==> src/rtl/split_bus_pkg.sv <==
package split_bus_pkg;
  localparam int BYTE_W = 8;
  localparam int LANES  = 2;
  localparam int DATA_W = BYTE_W * LANES;

  typedef enum logic [1:0] {
    ST_IDLE   = 2'd0,
    ST_FIRST  = 2'd1,
    ST_SECOND = 2'd2,
    ST_DONE   = 2'd3
  } busState_t;

  // strobes from control to datapath
  typedef struct packed {
    logic load;     // capture the accepted request
    logic capture;  // a bus cycle handshake completes this clock
    logic advance;  // move on to the second half of a split access
  } ctrlStrobe_t;
endpackage

==> src/rtl/split_bus_ctrl.sv <==
module split_bus_ctrl
  import split_bus_pkg::*;
(
  input  logic        clk,
  input  logic        rstN,
  input  logic        reqValid,
  input  logic        memReady,
  input  logic        isSplit,
  output logic        reqReady,
  output logic        memValid,
  output logic        doneValid,
  output ctrlStrobe_t strobe
);
  busState_t state, stateNext;

  always_ff @(posedge clk) begin
    if (!rstN) state <= ST_IDLE;
    else       state <= stateNext;
  end

  always_comb begin
    stateNext      = state;
    strobe         = '0;
    case (state)
      ST_IDLE: begin
        if (reqValid) begin
          strobe.load = 1'b1;
          stateNext   = ST_FIRST;
        end
      end
      ST_FIRST: begin
        if (memReady) begin
          strobe.capture = 1'b1;
          if (isSplit) begin
            strobe.advance = 1'b1;
            stateNext      = ST_SECOND;
          end else begin
            stateNext = ST_DONE;
          end
        end
      end
      ST_SECOND: begin
        if (memReady) begin
          strobe.capture = 1'b1;
          stateNext      = ST_DONE;
        end
      end
      default: stateNext = ST_IDLE;
    endcase
  end

  assign reqReady  = (state == ST_IDLE);
  assign memValid  = (state == ST_FIRST) || (state == ST_SECOND);
  assign doneValid = (state == ST_DONE);
endmodule

==> src/rtl/split_bus_datapath.sv <==
module split_bus_datapath
  import split_bus_pkg::*;
#(
  parameter int ADDR_W = 20
) (
  input  logic              clk,
  input  logic              rstN,
  input  ctrlStrobe_t       strobe,
  input  logic              narrowMode,
  input  logic              reqWrite,
  input  logic              reqWord,
  input  logic [ADDR_W-1:0] reqAddr,
  input  logic [DATA_W-1:0] reqWdata,
  input  logic [DATA_W-1:0] memRdata,
  output logic              isSplit,
  output logic              memWrite,
  output logic [ADDR_W-1:0] memAddr,
  output logic              memEvenEn,
  output logic              memOddEn,
  output logic [DATA_W-1:0] memWdata,
  output logic [DATA_W-1:0] doneRdata
);
  logic [ADDR_W-1:0] addrQ;
  logic              wordQ, writeQ, narrowQ, phaseQ;
  logic [DATA_W-1:0] wdataQ;
  logic [BYTE_W-1:0] rdLo, rdHi;

  logic              fullWord;
  logic              laneHigh;
  logic [BYTE_W-1:0] byteOut, byteIn;

  always_ff @(posedge clk) begin
    if (!rstN) begin
      addrQ   <= '0;
      wordQ   <= 1'b0;
      writeQ  <= 1'b0;
      narrowQ <= 1'b0;
      wdataQ  <= '0;
      phaseQ  <= 1'b0;
    end else if (strobe.load) begin
      addrQ   <= reqAddr;
      wordQ   <= reqWord;
      writeQ  <= reqWrite;
      narrowQ <= narrowMode;
      wdataQ  <= reqWdata;
      phaseQ  <= 1'b0;
    end else if (strobe.advance) begin
      phaseQ  <= 1'b1;
    end
  end

  // wrapping increment over the whole address width
  assign memAddr  = phaseQ ? addrQ + ADDR_W'(1) : addrQ;
  assign isSplit  = wordQ && (narrowQ || addrQ[0]);
  assign fullWord = wordQ && !isSplit;
  assign laneHigh = !narrowQ && memAddr[0];
  assign memWrite = writeQ;

  assign memEvenEn = fullWord || narrowQ || !memAddr[0];
  assign memOddEn  = fullWord || (!narrowQ && memAddr[0]);

  assign byteOut = (wordQ && phaseQ) ? wdataQ[DATA_W-1:BYTE_W] : wdataQ[BYTE_W-1:0];
  assign byteIn  = laneHigh ? memRdata[DATA_W-1:BYTE_W] : memRdata[BYTE_W-1:0];

  for (genvar ln = 0; ln < LANES; ln++) begin : gLane
    localparam logic LANE_HI = (ln != 0);
    assign memWdata[ln*BYTE_W +: BYTE_W] =
      fullWord              ? wdataQ[ln*BYTE_W +: BYTE_W] :
      (laneHigh == LANE_HI) ? byteOut : '0;
  end

  always_ff @(posedge clk) begin
    if (!rstN) begin
      rdLo <= '0;
      rdHi <= '0;
    end else if (strobe.capture) begin
      if (fullWord) begin
        rdLo <= memRdata[BYTE_W-1:0];
        rdHi <= memRdata[DATA_W-1:BYTE_W];
      end else if (phaseQ) begin
        rdHi <= byteIn;
      end else begin
        rdLo <= byteIn;
        rdHi <= '0;
      end
    end
  end

  assign doneRdata = {rdHi, rdLo};
endmodule

==> src/rtl/split_bus_access.sv <==
module split_bus_access
  import split_bus_pkg::*;
#(
  parameter int ADDR_W = 20
) (
  input  logic              clk,
  input  logic              rstN,
  input  logic              narrowMode,
  input  logic              reqValid,
  output logic              reqReady,
  input  logic              reqWrite,
  input  logic              reqWord,
  input  logic [ADDR_W-1:0] reqAddr,
  input  logic [15:0]       reqWdata,
  output logic              doneValid,
  output logic [15:0]       doneRdata,
  output logic              memValid,
  input  logic              memReady,
  output logic              memWrite,
  output logic [ADDR_W-1:0] memAddr,
  output logic              memEvenEn,
  output logic              memOddEn,
  output logic [15:0]       memWdata,
  input  logic [15:0]       memRdata
);
  ctrlStrobe_t strobe;
  logic        isSplit;

  split_bus_ctrl u_ctrl (
    .clk       (clk),
    .rstN      (rstN),
    .reqValid  (reqValid),
    .memReady  (memReady),
    .isSplit   (isSplit),
    .reqReady  (reqReady),
    .memValid  (memValid),
    .doneValid (doneValid),
    .strobe    (strobe)
  );

  split_bus_datapath #(.ADDR_W(ADDR_W)) u_dp (
    .clk        (clk),
    .rstN       (rstN),
    .strobe     (strobe),
    .narrowMode (narrowMode),
    .reqWrite   (reqWrite),
    .reqWord    (reqWord),
    .reqAddr    (reqAddr),
    .reqWdata   (reqWdata),
    .memRdata   (memRdata),
    .isSplit    (isSplit),
    .memWrite   (memWrite),
    .memAddr    (memAddr),
    .memEvenEn  (memEvenEn),
    .memOddEn   (memOddEn),
    .memWdata   (memWdata),
    .doneRdata  (doneRdata)
  );
endmodule

==> config.mk <==
export PLATFORM = sky130hd
export DESIGN_NAME = split_bus_access
export DESIGN_NICKNAME = d
export VERILOG_FILES = /design/src/rtl/split_bus_pkg.sv /design/src/rtl/split_bus_ctrl.sv /design/src/rtl/split_bus_datapath.sv /design/src/rtl/split_bus_access.sv
export SDC_FILE = /design/constraint.sdc
export NUM_CORES = 1
export LEC_CHECK = 0
export ABC_AREA = 1
export BUFFER_PORTS_ARGS = -buffer_cell sky130_fd_sc_hd__buf_4
export CAP_MARGIN = 20
export CORE_UTILIZATION = 45
export CTS_BUF_LIST = sky130_fd_sc_hd__clkbuf_8
export DETAILED_ROUTE_END_ITERATION = 7
export GPL_TIMING_DRIVEN = 1
export HOLD_SLACK_MARGIN = 0.03
export PLACE_DENSITY = 0.77
export SETUP_SLACK_MARGIN = 0.02
export SYNTH_ARGS = -nofsm -noshare
export SYNTH_HDL_FRONTEND = slang
export SYNTH_HIERARCHICAL = 1
export SYNTH_SLANG_ARGS = --single-unit
==> constraint.sdc <==
create_clock -name clk -period 1.8 [get_ports clk]
set_clock_uncertainty 0.15 [all_clocks]
set_input_delay 0.09 -clock clk [delete_from_list [all_inputs] [get_ports clk]]
set_output_delay 0.09 -clock clk [all_outputs]
set_load 0.01 [all_outputs]
# Word level (Yosys, flattened, before mapping)
# Index checks and enable logic that the tools add are counted.
dict set report totals {
  inputBits 59
  ff_bits 58
  elab_cells 57
  output_inout_bits 58
}
dict set report op_classes {
  n_eq_ne 7
  reduce_logical 16
  n_addsub 1
  bitwise 1
  mux 23
}
# cell n
set op_table {}
lappend op_table {{8-bit two-way mux} 10}
lappend op_table {{20-bit by 1-bit adder with 20-bit output, second input constant} 1}
lappend op_table {{20-bit two-way mux} 1}
lappend op_table {{2-bit two-way mux} 4}
lappend op_table {{2-bit inequality test, second input constant} 4}
lappend op_table {{1-bit two-way mux} 6}
lappend op_table {{2-bit case mux with 3 select lines} 1}
lappend op_table {{1-bit logical OR} 5}
lappend op_table {{2-bit == test, second input constant} 2}
lappend op_table {{1-bit logical AND} 4}
lappend op_table {{1-bit zero test} 3}
lappend op_table {{3-bit AND reduction} 1}
lappend op_table {{2-bit by 1-bit == test with 1-bit output, second input constant} 1}
lappend op_table {{2-bit zero test} 1}
lappend op_table {{1-bit case mux with 2 select lines} 1}
lappend op_table {{2-bit AND reduction} 1}
lappend op_table {{2-bit OR reduction} 1}
lappend op_table {{1-bit inverter} 1}

# Depth between registers and ports, before layout
dict set report logic_depth {
  word_depth 6
  mapped_depth 9
  depth_no_buf 9
}

# Modules after synthesis
# The synthesis kept the hierarchy.
# mod cells_per_inst area_per_inst_um2 seq_area_each_um2 instances
set modules_own_cells {}
lappend modules_own_cells {split_bus_datapath 459 2925.3 1121.1 1}
lappend modules_own_cells {split_bus_ctrl 35 234.0 40.0 1}

# Worst setup path before layout
# Ideal clock, no wire load.
dict set report synth_path {
  path_type {flip-flop to flip-flop}
  from {register u_ctrl.state[0]}
  to {register u_dp.rdLo[0]}
  stages_incl_launch_ff 10
  slack_ns -0.174
  t_arrival_ns 1.707
  path_buffers 0
  required_ns 1.533
  synth_period_minus_slack_ns 1.974
  cell_sequence {dfxtp_1 -> inv_1 -> ha_1 -> o21ai_0 -> nor2_1 -> nand2_1 -> inv_2 -> o21ai_0 -> nor2_1 -> nor2_1}
}
# item line_no
set synth_lines {}
lappend synth_lines {{from (decl)} split_bus_ctrl.sv:14} ;# busState_t state, stateNext;
lappend synth_lines {{from (signal assigned)} split_bus_ctrl.sv:18} ;# else state <= stateNext;
lappend synth_lines {{to (signal assigned)} split_bus_datapath.sv:78} ;# rdLo <= memRdata[BYTE_W-1:0];
lappend synth_lines {{to (signal assigned)} split_bus_datapath.sv:83} ;# rdLo <= byteIn;
lappend synth_lines {{to (decl)} split_bus_datapath.sv:26} ;# logic [BYTE_W-1:0] rdLo, rdHi;

# Worst setup path after layout
dict set report layout_path {
  from {register u_dp.addrQ[1]}
  to {output memAddr[18]}
}
dict set report layout_via {
  elab_chain_cells 2
}
# item line_no
set layout_lines {}
lappend layout_lines {{from (decl)} split_bus_datapath.sv:23} ;# logic [ADDR_W-1:0] addrQ;
lappend layout_lines {{from (signal assigned)} split_bus_datapath.sv:41} ;# addrQ <= reqAddr;
lappend layout_lines {{20-bit by 1-bit adder with 20-bit output} split_bus_datapath.sv:53} ;# assign memAddr = phaseQ ? addrQ + ADDR_W'(1) : addrQ;
lappend layout_lines {{20-bit two-way mux} split_bus_datapath.sv:53}
lappend layout_lines {{to (decl)} split_bus_access.sv:20} ;# output logic [ADDR_W-1:0] memAddr,
# Every way passes these cells.

==> metrics.log <==
INFO  metric timing.setup.critical_path_class = reg -> out
INFO  metric die-area = 7360 sq um
INFO  metric clkSinkCount = between 50 and 60
INFO  metric post_synth_num_cell_types = 23
INFO  metric detail_route.wirelength.met1 = around 4.7 mm
INFO  metric status = finished with violations
INFO  metric power_density = between 1000 and 1500 nW/um^2
INFO  metric port_buffers = around 120
INFO  metric async_reset_ff_share = 0%
INFO  metric synth_warnings = 6
INFO  metric synth_top_cell_area_share = 36.8%
INFO  metric placeableCoreArea = ~6800 sq um
INFO  metric synthesized_area_per_cell = ~6.4 sq um
INFO  metric required_time_worst_endpoint = ~1.6 ns
INFO  metric layout-drive-gt1-share = a little over a third
INFO  metric gr-usage-all-layers = 29.8%
INFO  metric worst-path-max-fanout = 3
INFO  metric syn_inst = 494
INFO  metric clock_insertion_delay_worst_skew = 0.34 ns
INFO  metric finalInstanceArea = between 5000 and 6000 sq um
INFO  metric drc_errors = 0
INFO  metric crit_path_capture = memAddr[18]
INFO  metric ant_nets = 0
INFO  metric finalMaxSlewViolations = 0
INFO  metric critical_path.reg2reg.startpoint = u_dp/addrQ[0]
INFO  metric cts.htree.levels = 3
INFO  metric setup_tns = -1.79 ns
INFO  metric grt_pass1_wl = 17.3 mm
INFO  metric antenna_violations_before_repair = 0
INFO  metric dieWidth = ~86 um
INFO  metric cp-end-kind = primary output
INFO  metric total_leakage_power = ~2.7 nW
INFO  metric count_of_nets_after_finishing = between 700 and 800
INFO  metric num_vias = about 4,200
INFO  metric synth.yosys.seq_area_share = between 30% and 40%
INFO  metric floorplan.rows = 30
INFO  metric cts_tree = done
INFO  metric max_slew.worst_pin.slew = between 0.5 and 0.6 ns
INFO  metric worst_setup_margin = -0.152 ns
INFO  metric max_cap_violations = 0
INFO  metric cts_root_buf = sky130_fd_sc_hd__clkbuf_8
INFO  metric final_cycle_share = 108%
INFO  metric max_clock_freq = around 500 MHz
INFO  metric initial_utilization = between 40% and 50%
INFO  metric reg2reg_to = u_dp/rdLo[2]
INFO  metric syn_nets = around 560
INFO  metric r2r.worst_path.cells = 10
INFO  metric worst_slew_margin_rel = around three fifths
INFO  metric worst_ep_arrival_time = roughly 1.7 ns
INFO  metric synth-main-ff-cell = sky130_fd_sc_hd__dfxtp_1
INFO  metric die_h = 85.8 um
INFO  metric top_level_i_o_count = 117
INFO  metric grt_start_max_net_pins = 59
INFO  metric routedWlPerCell = approximately 15 um
INFO  metric drt-initial-drc-count = 275
INFO  metric clk_pin_slew = approximately 0.060 ns
INFO  metric rsz0062_at_grt = yes
INFO  metric dr.max_layer_used = met4
INFO  metric finalSetupViolations = 28
INFO  metric post_synth_instance_area = about 3200 sq um
INFO  metric gpl.final_weighted_congestion = 0.888
INFO  metric synth-edff-count = 0
INFO  metric nature_of_the_critical_path_startpoint = register
INFO  metric post-dp-hpwl = roughly 6.5 mm
INFO  metric power.ir.vdd_worst = 0.733 mV
INFO  metric timing.critical_path.from = u_dp/addrQ[1]
INFO  metric cts_buffers = 9
INFO  metric via_per_inst = about 5.2
INFO  metric grt_pass1_vias = ~3,800
INFO  metric drt-pass1-iter-count = 5
INFO  metric global_route.overflow_total = 0
INFO  metric antenna-diode-count = 0
INFO  metric synth.area.top_cells = sky130_fd_sc_hd__dfxtp_1 37%, sky130_fd_sc_hd__o21ai_0 13%, sky130_fd_sc_hd__nand2_1 12%, sky130_fd_sc_hd__inv_1 8.7%, sky130_fd_sc_hd__nor2_1 8.3%
INFO  metric placed_area = roughly 4200 sq um
INFO  metric period_needed = between 1.5 and 2 ns
INFO  metric reg2reg_slack = 0 ns
INFO  metric timing.hold.worst.class = in -> reg
INFO  metric layout-area-overhead-vs-synth = 75.4%
INFO  metric timing_hold_violations_final = 0
INFO  metric violations_in_the_final_reports = negative setup slack
INFO  metric yosysTopAreaCell = sky130_fd_sc_hd__dfxtp_1
INFO  metric clock_tree.buffer_depth = 2
INFO  metric met2WireLength = roughly 6.2 mm
INFO  metric yosys_reg_bits = 58
INFO  metric dr_wl_met3 = 877 um
INFO  metric postRouteWirelength = 12.2 mm
[placed cells by master, fill, tap and decap left out, drive strengths merged, types with 10 or more instances in the layout]
cell type    instances
nand2              105
dfxtp               58
clkbuf              11
nor2                71
inv                 75
buf                151
dlygate4sd3         56
a21oi               36
nand3               10
o21ai               84
[state kept, by name, summed over array words and instances, names as in the netlist]
signal,count
u_dp/phaseQ,1
u_dp/rdLo,8
u_ctrl/state,2
u_dp/memWrite,1
u_dp/wdataQ,16
u_dp/addrQ,20
u_dp/rdHi,8
u_dp/wordQ,1
u_dp/narrowQ,1
[worst max-delay path, cell delays in order (launching register included)]
cell and delay (ns):
sky130_fd_sc_hd__dfxtp_4 0.36, sky130_fd_sc_hd__ha_4 0.15, sky130_fd_sc_hd__inv_4 0.04, sky130_fd_sc_hd__nor2_4 0.08, sky130_fd_sc_hd__nand3b_1 0.20, sky130_fd_sc_hd__nor2_4 0.20, sky130_fd_sc_hd__nand2_1 0.07, sky130_fd_sc_hd__nand2_1 0.07
sky130_fd_sc_hd__nand2_1 0.05, sky130_fd_sc_hd__inv_1 0.06, sky130_fd_sc_hd__buf_6 0.10
[power by group]
part / switching, mW / leakage [nW] / internal, mW / total, mW
sequential: 0.330 / 0.486 / 1.69 / 2.02
combinational: 1.81 / 2.15 / 1.52 / 3.32
clock: 0.480 / 0.0897 / 0.541 / 1.02
total: 2.62 / 2.72 / 3.75 / 6.37
[cell families (layout without fill, tap and decap cells)]
| kind of cell | Yosys count | in the layout | share of synthesized area [%] |
|---|---|---|---|
| flops | 58 | 58 | 36.8 |
| buf+inv | 94 | 294 | 11.4 |
| fa+ha+maj | 8 | 8 | 3.17 |
| xor+xnor | 11 | 11 | 3.05 |
| simple gates | 193 | 196 | 24.5 |
| compound gates | 130 | 130 | 21.2 |
[cells in the mapped netlist (4+ instances only)]
cell / count
sky130_fd_sc_hd__ha_1: 8
sky130_fd_sc_hd__o22ai_1: 8
sky130_fd_sc_hd__dfxtp_1: 58
sky130_fd_sc_hd__nand2_1: 101
sky130_fd_sc_hd__clkbuf_1: 15
sky130_fd_sc_hd__o21ai_0: 84
sky130_fd_sc_hd__xnor2_1: 4
sky130_fd_sc_hd__buf_2: 5
sky130_fd_sc_hd__nand3_1: 9
sky130_fd_sc_hd__inv_1: 73
sky130_fd_sc_hd__a21oi_1: 35
sky130_fd_sc_hd__xor2_1: 7
sky130_fd_sc_hd__nor3_1: 4
sky130_fd_sc_hd__nand4_1: 5
sky130_fd_sc_hd__nor2_1: 70
[cell type report]
type / count / area, sq um
Multi-Input combinational cell: 345 / 2010
Timing Repair Buffer: 207 / 1760
Fill cell: 417 / 1250
Sequential cell: 58 / 1200
Inverter: 74 / 292
Clock buffer: 11 / 151
Tap cell: 96 / 120
Clock inverter: 2 / 7.51
[per-stage QoR]
step           power [mW]  utilization (%)  setup slack [ns]  cells  hold WS, ns
6_report             6.37             81.6            -0.152    793       0.0485
3_5_place_dp         4.38             61.5            0.0139    696        0.168
4_1_cts              5.60             74.3            -0.137    769       0.0594
2_1_floorplan        3.30                -            0.0372    494       0.0605
5_1_grt              6.74             81.6            -0.270    793       0.0789
3_3_place_gp         4.30             61.5            0.0826    696        0.162
[what timing repair did]
item / CTS / global route
gates resized for setup: 48 / 99
gates cloned: 0 / 3
endpoints found under the setup margin: 34 / 40
setup buffers: 4 / 21
hold buffers: 56 / 0
pin swaps: 10 / 14
hold endpoints to repair: 56 / 0
[how the worst min path moves through the flow]
stage,startpoint,end,slack [ns],cells past startpoint
floorplan,rstN,u_ctrl/state[1],0.06,2
global placement,reqWdata[14],u_dp/wdataQ[14],0.16,3
detailed placement,reqWdata[11],u_dp/wdataQ[11],0.17,3
CTS,reqValid,u_ctrl/state[1],0.06,6
global route,rstN,u_dp/rdLo[3],0.08,3
finish,reqValid,u_ctrl/state[1],0.05,6
[routing by layer]
layer | vias to the layer above | track usage, %
met2 | 216 | 51.9
li1 | 1971 | -
met3 | 51 | 7.60
met5 | - | 0
met1 | 1923 | 35.1
met4 | 0 | 12.1
(Power assumes the default switching activity.)
